## src/rtl/sai_ws_pkg.sv

```systemverilog
package sai_ws_pkg;
  localparam int CNT_W    = 6;
  localparam int SAMPLE_W = 16;
  localparam int SHORT_W  = 8;
  localparam int WORD_W   = 2 * SAMPLE_W;

  // Shortest legal frame: two samples, plus one delay slot per phase in I2S
  function automatic logic [CNT_W-1:0] min_period(input logic len16, input logic i2s);
    logic [CNT_W-1:0] m;
    m = len16 ? CNT_W'(2 * SAMPLE_W) : CNT_W'(2 * SHORT_W);
    if (i2s) m = m + CNT_W'(2);
    return m;
  endfunction
endpackage

```

## src/rtl/sai_frame_ctr.sv

```systemverilog
module sai_frame_ctr
  import sai_ws_pkg::*;
#(
  parameter int CW = CNT_W
) (
  input  logic          clk_i,
  input  logic          rst_ni,
  input  logic          cnt_en_i,
  input  logic          trig_en_i,
  input  logic [CW-1:0] period_i,
  input  logic          len16_i,
  input  logic          i2s_i,
  output logic [CW-1:0] cnt_o,
  output logic [CW-1:0] half_o,
  output logic          in_high_o,
  output logic          frame_start_o,
  output logic          ws_o,
  output logic          trig_o
);
  logic [CW-1:0] min_per, per_eff, half, cnt_q;
  logic          wrap, ws_q, trig_q;

  assign min_per = CW'(min_period(len16_i, i2s_i));
  assign per_eff = (period_i < min_per) ? min_per : period_i;
  assign half    = per_eff >> 1;        // low phase = floor(P/2)
  assign wrap    = cnt_q >= per_eff - CW'(1);

  always_ff @(posedge clk_i or negedge rst_ni) begin
    if (!rst_ni) begin
      cnt_q  <= '0;
      ws_q   <= 1'b0;
      trig_q <= 1'b0;
    end else if (!cnt_en_i) begin
      cnt_q  <= '0;
      ws_q   <= 1'b0;
      trig_q <= 1'b0;
    end else begin
      cnt_q  <= wrap ? '0 : cnt_q + CW'(1);
      ws_q   <= cnt_q >= half;
      trig_q <= trig_en_i && (cnt_q == half);
    end
  end

  assign cnt_o         = cnt_q;
  assign half_o        = half;
  assign in_high_o     = cnt_q >= half;
  assign frame_start_o = cnt_en_i && (cnt_q == '0);
  assign ws_o          = ws_q;
  assign trig_o        = trig_q;

  // effective period never below the format minimum
  p_min_period_r3: assert property (@(posedge clk_i) disable iff (!rst_ni)
    per_eff >= (CW'(16) + (len16_i ? CW'(16) : CW'(0)) + (i2s_i ? CW'(2) : CW'(0))));

  // trigger only on the WS rising edge
  p_trig_on_rise_r8: assert property (@(posedge clk_i) disable iff (!rst_ni)
    trig_o |-> (ws_o && !$past(ws_o)));

  // trigger needs both enables in the launching cycle
  p_trig_gated_r8: assert property (@(posedge clk_i) disable iff (!rst_ni)
    trig_o |-> $past(trig_en_i && cnt_en_i));

  // counter disabled -> frame outputs quiet next cycle
  p_disabled_quiet_r10: assert property (@(posedge clk_i) disable iff (!rst_ni)
    !cnt_en_i |=> (!ws_o && !trig_o));
endmodule

```

## src/rtl/sai_bit_ser.sv

```systemverilog
module sai_bit_ser
  import sai_ws_pkg::*;
#(
  parameter int CW = CNT_W,
  parameter int SW = SAMPLE_W,
  parameter int NW = SHORT_W,
  localparam int WW    = 2 * SW,
  localparam int IDX_W = $clog2(SW)
) (
  input  logic          clk_i,
  input  logic          rst_ni,
  input  logic          cnt_en_i,
  input  logic          tx_en_i,
  input  logic          len16_i,
  input  logic          i2s_i,
  input  logic [CW-1:0] cnt_i,
  input  logic [CW-1:0] half_i,
  input  logic          in_high_i,
  input  logic          frame_start_i,
  input  logic [WW-1:0] fifo_data_i,
  input  logic          fifo_empty_i,
  output logic          fifo_pop_o,
  output logic          sd_o
);
  logic [WW-1:0]    word_q, cur_word;
  logic [SW-1:0]    samp;
  logic [CW-1:0]    pos, dly, len, bit_pos;
  logic [IDX_W-1:0] idx;
  logic             pop, slot_valid, bit_val, sd_q;

  assign pop      = frame_start_i && tx_en_i && !fifo_empty_i;
  // Word for position 0 comes straight from the queue head
  assign cur_word = frame_start_i ? (pop ? fifo_data_i : '0) : word_q;

  assign samp       = in_high_i ? cur_word[SW-1:0] : cur_word[WW-1:SW];
  assign pos        = in_high_i ? cnt_i - half_i : cnt_i;
  assign dly        = CW'(i2s_i);
  assign len        = len16_i ? CW'(SW) : CW'(NW);
  assign bit_pos    = pos - dly;
  assign slot_valid = (pos >= dly) && (bit_pos < len);
  assign idx        = IDX_W'(bit_pos);
  assign bit_val    = samp[IDX_W'(SW - 1) - idx];

  always_ff @(posedge clk_i or negedge rst_ni) begin
    if (!rst_ni) begin
      word_q <= '0;
      sd_q   <= 1'b0;
    end else begin
      if (frame_start_i) word_q <= cur_word;
      sd_q <= cnt_en_i && tx_en_i && slot_valid && bit_val;
    end
  end

  assign fifo_pop_o = pop;
  assign sd_o       = sd_q;

  // pop only at a frame start with data present
  p_pop_at_start_r7: assert property (@(posedge clk_i) disable iff (!rst_ni)
    fifo_pop_o |-> (cnt_i == '0 && cnt_en_i && !fifo_empty_i));

  // transmit disabled -> no consumption
  p_no_pop_tx_off_r9: assert property (@(posedge clk_i) disable iff (!rst_ni)
    !tx_en_i |-> !fifo_pop_o);

  // transmit disabled -> data line low next cycle
  p_sd_quiet_r9: assert property (@(posedge clk_i) disable iff (!rst_ni)
    !tx_en_i |=> !sd_o);
endmodule

```

## src/rtl/sai_ws_tx.sv

```systemverilog
module sai_ws_tx
  import sai_ws_pkg::*;
(
  input  logic                clk_i,
  input  logic                rst_ni,
  input  logic                cnt_en_i,
  input  logic                tx_en_i,
  input  logic                trig_en_i,
  input  logic [CNT_W-1:0]    period_i,
  input  logic                len16_i,
  input  logic                i2s_i,
  input  logic [WORD_W-1:0]   fifo_data_i,
  input  logic                fifo_empty_i,
  output logic                fifo_pop_o,
  output logic                ws_o,
  output logic                sd_o,
  output logic                trig_o
);
  logic [CNT_W-1:0] cnt, half;
  logic             in_high, frame_start;

  sai_frame_ctr #(.CW(CNT_W)) u_ctr (
    .clk_i        (clk_i),
    .rst_ni       (rst_ni),
    .cnt_en_i     (cnt_en_i),
    .trig_en_i    (trig_en_i),
    .period_i     (period_i),
    .len16_i      (len16_i),
    .i2s_i        (i2s_i),
    .cnt_o        (cnt),
    .half_o       (half),
    .in_high_o    (in_high),
    .frame_start_o(frame_start),
    .ws_o         (ws_o),
    .trig_o       (trig_o)
  );

  sai_bit_ser #(.CW(CNT_W), .SW(SAMPLE_W), .NW(SHORT_W)) u_ser (
    .clk_i        (clk_i),
    .rst_ni       (rst_ni),
    .cnt_en_i     (cnt_en_i),
    .tx_en_i      (tx_en_i),
    .len16_i      (len16_i),
    .i2s_i        (i2s_i),
    .cnt_i        (cnt),
    .half_i       (half),
    .in_high_i    (in_high),
    .frame_start_i(frame_start),
    .fifo_data_i  (fifo_data_i),
    .fifo_empty_i (fifo_empty_i),
    .fifo_pop_o   (fifo_pop_o),
    .sd_o         (sd_o)
  );
endmodule

```

## config.mk

```make
export PLATFORM = sky130hd
export DESIGN_NAME = sai_ws_tx
export DESIGN_NICKNAME = d
export VERILOG_FILES = /design/src/rtl/sai_ws_pkg.sv /design/src/rtl/sai_frame_ctr.sv /design/src/rtl/sai_bit_ser.sv /design/src/rtl/sai_ws_tx.sv
export SDC_FILE = /design/constraint.sdc
export NUM_CORES = 1
export LEC_CHECK = 0
export ABC_AREA = 1
export BUFFER_PORTS_ARGS = -buffer_cell sky130_fd_sc_hd__buf_2
export CAP_MARGIN = 0
export CORE_MARGIN = 2
export CORE_UTILIZATION = 30
export DETAILED_ROUTE_END_ITERATION = 16
export PLACE_DENSITY = 0.47
export SLEW_MARGIN = 20
export SYNTH_ARGS = -nofsm -noshare
export SYNTH_HDL_FRONTEND = slang
export SYNTH_SLANG_ARGS = --single-unit
```

## constraint.sdc

```tcl
create_clock -name clk_i -period 8.5 [get_ports clk_i]
set_input_delay 0.425 -clock clk_i [delete_from_list [all_inputs] [get_ports clk_i]]
set_output_delay 0.425 -clock clk_i [all_outputs]
set_load 0.02 [all_outputs]
```

==> parameters.txt <==
Parameter                              Value

CTS
  Clock latency on the worst-skew pair    between 0.3 and 0.4 ns
  Setup bufs post-CTS    0
  Post-cts sizing count    0
  Clock buffers created by TritonCTS    5
  Library cell used as clock root buffer    sky130_fd_sc_hd__clkbuf_8
  Number of buffers on the longest clock path    2
  TritonCTS clock tree    done
  Number of hold buffers added after CTS    0
  CTS clk-pin slew, worst paths    approximately 0.10 ns
  H-tree levels    2
  Sinks on Clock Net    41

STA
  Pins Over Slew Limit    0
  Hold Fails Final Rpt    0
  Post-route clock skew    approximately 0.013 ns
  Transition time of the tightest slew-check pin    between 0.9 and 1 ns
  Part of the cycle the worst path needs    0.500
  Fin crit period    4.25 ns
  Unrepaired setup endpoints after global routing    false
  Achievable clock frequency    around 0.24 GHz
  Sum of negative setup slack    0 ns
  Setup violation total in the final timing report    0
  Slew headroom    0.394

Power
  Power share of the combinational group    0.423
  Lkg Pwr    1.80 nW
  Fraction of power consumed by sequential logic    0.320
  Power density over the cells    ~220 nW/um2
  Internal Power    roughly 0.46 mW
  Switching share of total power    0.395
  Clock power frac    0.257
  Overall power    around 0.75 mW
  Sw Pwr    between 0.2 and 0.3 mW
  Worst vdd ir    approximately 0.09 mV

Routing
  Final routed DRC violation total    0
  Post-Route WL    ~7300 um
  WL per Instance    12.8 um
  DRT Pass-1 Iters    4
  Number of design-rule violations left by the first detailed-router iteration    74
  Detailed-route via count    approximately 2.6k
  Final antenna-violating net count    0
  Average vias per placed instance    about 4.6

Finish
  Fin util    0.351
  Fillers    around 1.1k
  Layout cells sized above 1    0.190
  Final std cell area, no fill    ~3400 um2
  Area growth from synthesis to final layout    15.0%
  Most frequent cells in the layout    sky130_fd_sc_hd__nand2_1, sky130_fd_sc_hd__buf_2, sky130_fd_sc_hd__dfrtp_1, sky130_fd_sc_hd__nand3_1, sky130_fd_sc_hd__nand4_1
  Most common library cell in the layout ignoring fill and taps    sky130_fd_sc_hd__nand2_1
  Post-layout net count    ~500
  Number of diodes    0

Place
  Post-DP Area    between 3000 and 4000 um2
  Port Buffers    49
  HPWL after detailed placement    approximately 5700 um
  Final weighted congestion in routability-driven placement    between 0.8 and 0.9

Critical path
  Nature of the critical path endpoint    register
  Signal arrival time at the worst endpoint    between 4 and 5 ns
  Worst flop-to-flop path startpoint    u_ctr.cnt_o[0]
  Setup CP Type    primary input to register
  Crit path max fanout    27
  CP max stage delay    about 0.39 ns
  Critical-path top delay cell    sky130_fd_sc_hd__fa_1
  Delay-heaviest family, CP    adder cells
  Worst setup path startpoint    len16_i
  Setup crit start kind    primary input
  Data required time of the worst path    just under 9 ns
  WP buf/inv    3
  R2R Setup Slk    about 5.1 ns

Floorplanning
  Die ar.    10,600 um2
  Core box area    slightly below 10,000 um2
  Die Y-Extent    just over 100 um
  Horizontal die dimension    just over 100 um
  Io pins    50
  Row count    36
  Initial core utilization    0.305

Yosys
  Post-synth top flop    sky130_fd_sc_hd__dfrtp_1
  Number of flops mapped to enable cells by yosys    0
  Synth async-reset ratio    1.00
  Register bit count reported by yosys    between 40 and 50
  Number of standard cells after synthesis    slightly below 400
  Average cell area after synthesis    between 7 and 8 um2
  Post-Synthesis Net Count    approximately 460
  Netlist Area Pre-Place    2940 um2
  Seq/Total Area, Yosys    0.349
  Number of warnings printed during yosys synthesis    0
  Number of distinct library cells after synthesis    34

GRT
  Global Route Usage Sum    0.150
  Via count of the first global-routing pass    2,674
  Antenna violations before repair    0
  First-pass GRT wire length    around 13,000 um
  Total global routing overflow    0
  Pin count of the biggest net entering global routing    42

Hold path
  Type of the tightest min-delay check    primary input to async pin

Outcome
  Outcome    completed

Flow run
  Max_cap viols    0
[flip-flops by register name, summed over array words and instances, names as in the netlist]
signal,count
u_ser.sd_o,1
u_ser.word_q,32
u_ctr.ws_o,1
u_ctr.trig_o,1
u_ctr.cnt_o,6
[logic make-up after synthesis]
logic type                 Yosys count  synth area share
and+or+nand+nor                    257             0.416
adders and majority gates           20            0.0876
DFF                                 41             0.349
AOI/OAI and AO/OA                   19            0.0374
buffers and inverters               50            0.0838
xor gates and xnor gates             9            0.0268
[stage by stage]
stage | setup WS, ns | hold WS (ns) | instances
3_5_place_dp | 3.89 | 0.466 | 562
5_1_grt | 3.76 | 0.334 | 570
2_1_floorplan | 4.51 | 0.129 | 396
3_3_place_gp | 4.05 | 0.463 | 562
6_report | 4.25 | 0.243 | 570
4_1_cts | 4.22 | 0.287 | 570
[area by class of cell]
cell class | instances | area (um2) | area share
clock buffer | 5 | 68.8 | 0.0203
clock inverter | 3 | 68.8 | 0.0203
inverter | 34 | 130 | 0.0385
multi-input combinational | 305 | 1680 | 0.496
sequential | 41 | 1030 | 0.303
tap | 133 | 166 | 0.0492
timing repair buffer | 49 | 245 | 0.0725
[power by group through the flow]
stage,Combinational (mW),Clock [mW],Sequential (mW)
floorplan,0.260,0,0.243
global placement,0.318,0,0.245
detailed placement,0.322,0,0.245
CTS,0.324,0.198,0.241
global route,0.369,0.207,0.244
finish,0.319,0.193,0.241
[Yosys cell counts (4+ instances only)]
cell type                 count  area share
sky130_fd_sc_hd__o21ai_0      5      0.0085
sky130_fd_sc_hd__inv_1       30       0.038
sky130_fd_sc_hd__nand4_1     36       0.077
sky130_fd_sc_hd__nand2_1    141        0.18
sky130_fd_sc_hd__nand3_1     38       0.065
sky130_fd_sc_hd__buf_2        6       0.010
sky130_fd_sc_hd__nand2_2      4      0.0085
sky130_fd_sc_hd__nor2_1      19       0.024
sky130_fd_sc_hd__ha_1        19       0.081
sky130_fd_sc_hd__dfrtp_1     41        0.35
sky130_fd_sc_hd__xor2_1       7       0.021
sky130_fd_sc_hd__buf_4        6       0.015
sky130_fd_sc_hd__a21oi_1      6       0.010
sky130_fd_sc_hd__nand2_4      4       0.015
[routing by layer]
layer,vias up,wire length [um],GRT usage
met1,1170,3440,0.193
met3,6,278,0.0210
met4,0,84,0.0374
met2,49,3490,0.264
li1,1381,-,-
met5,-,0,0
[path summary, 6_finish.rpt]
kind / endpoint / depth (start not counted)
max in group asynchronous: u_ser.word_q[28] / 1
min in group clk_i: u_ctr.trig_o / 3
min reg2reg: u_ser.word_q[23] / 2
max: u_ser.sd_o / 27
min: u_ser.word_q[21] / 1
max reg2reg: u_ser.sd_o / 20
Note: power is estimated with default switching activity, not from simulation.
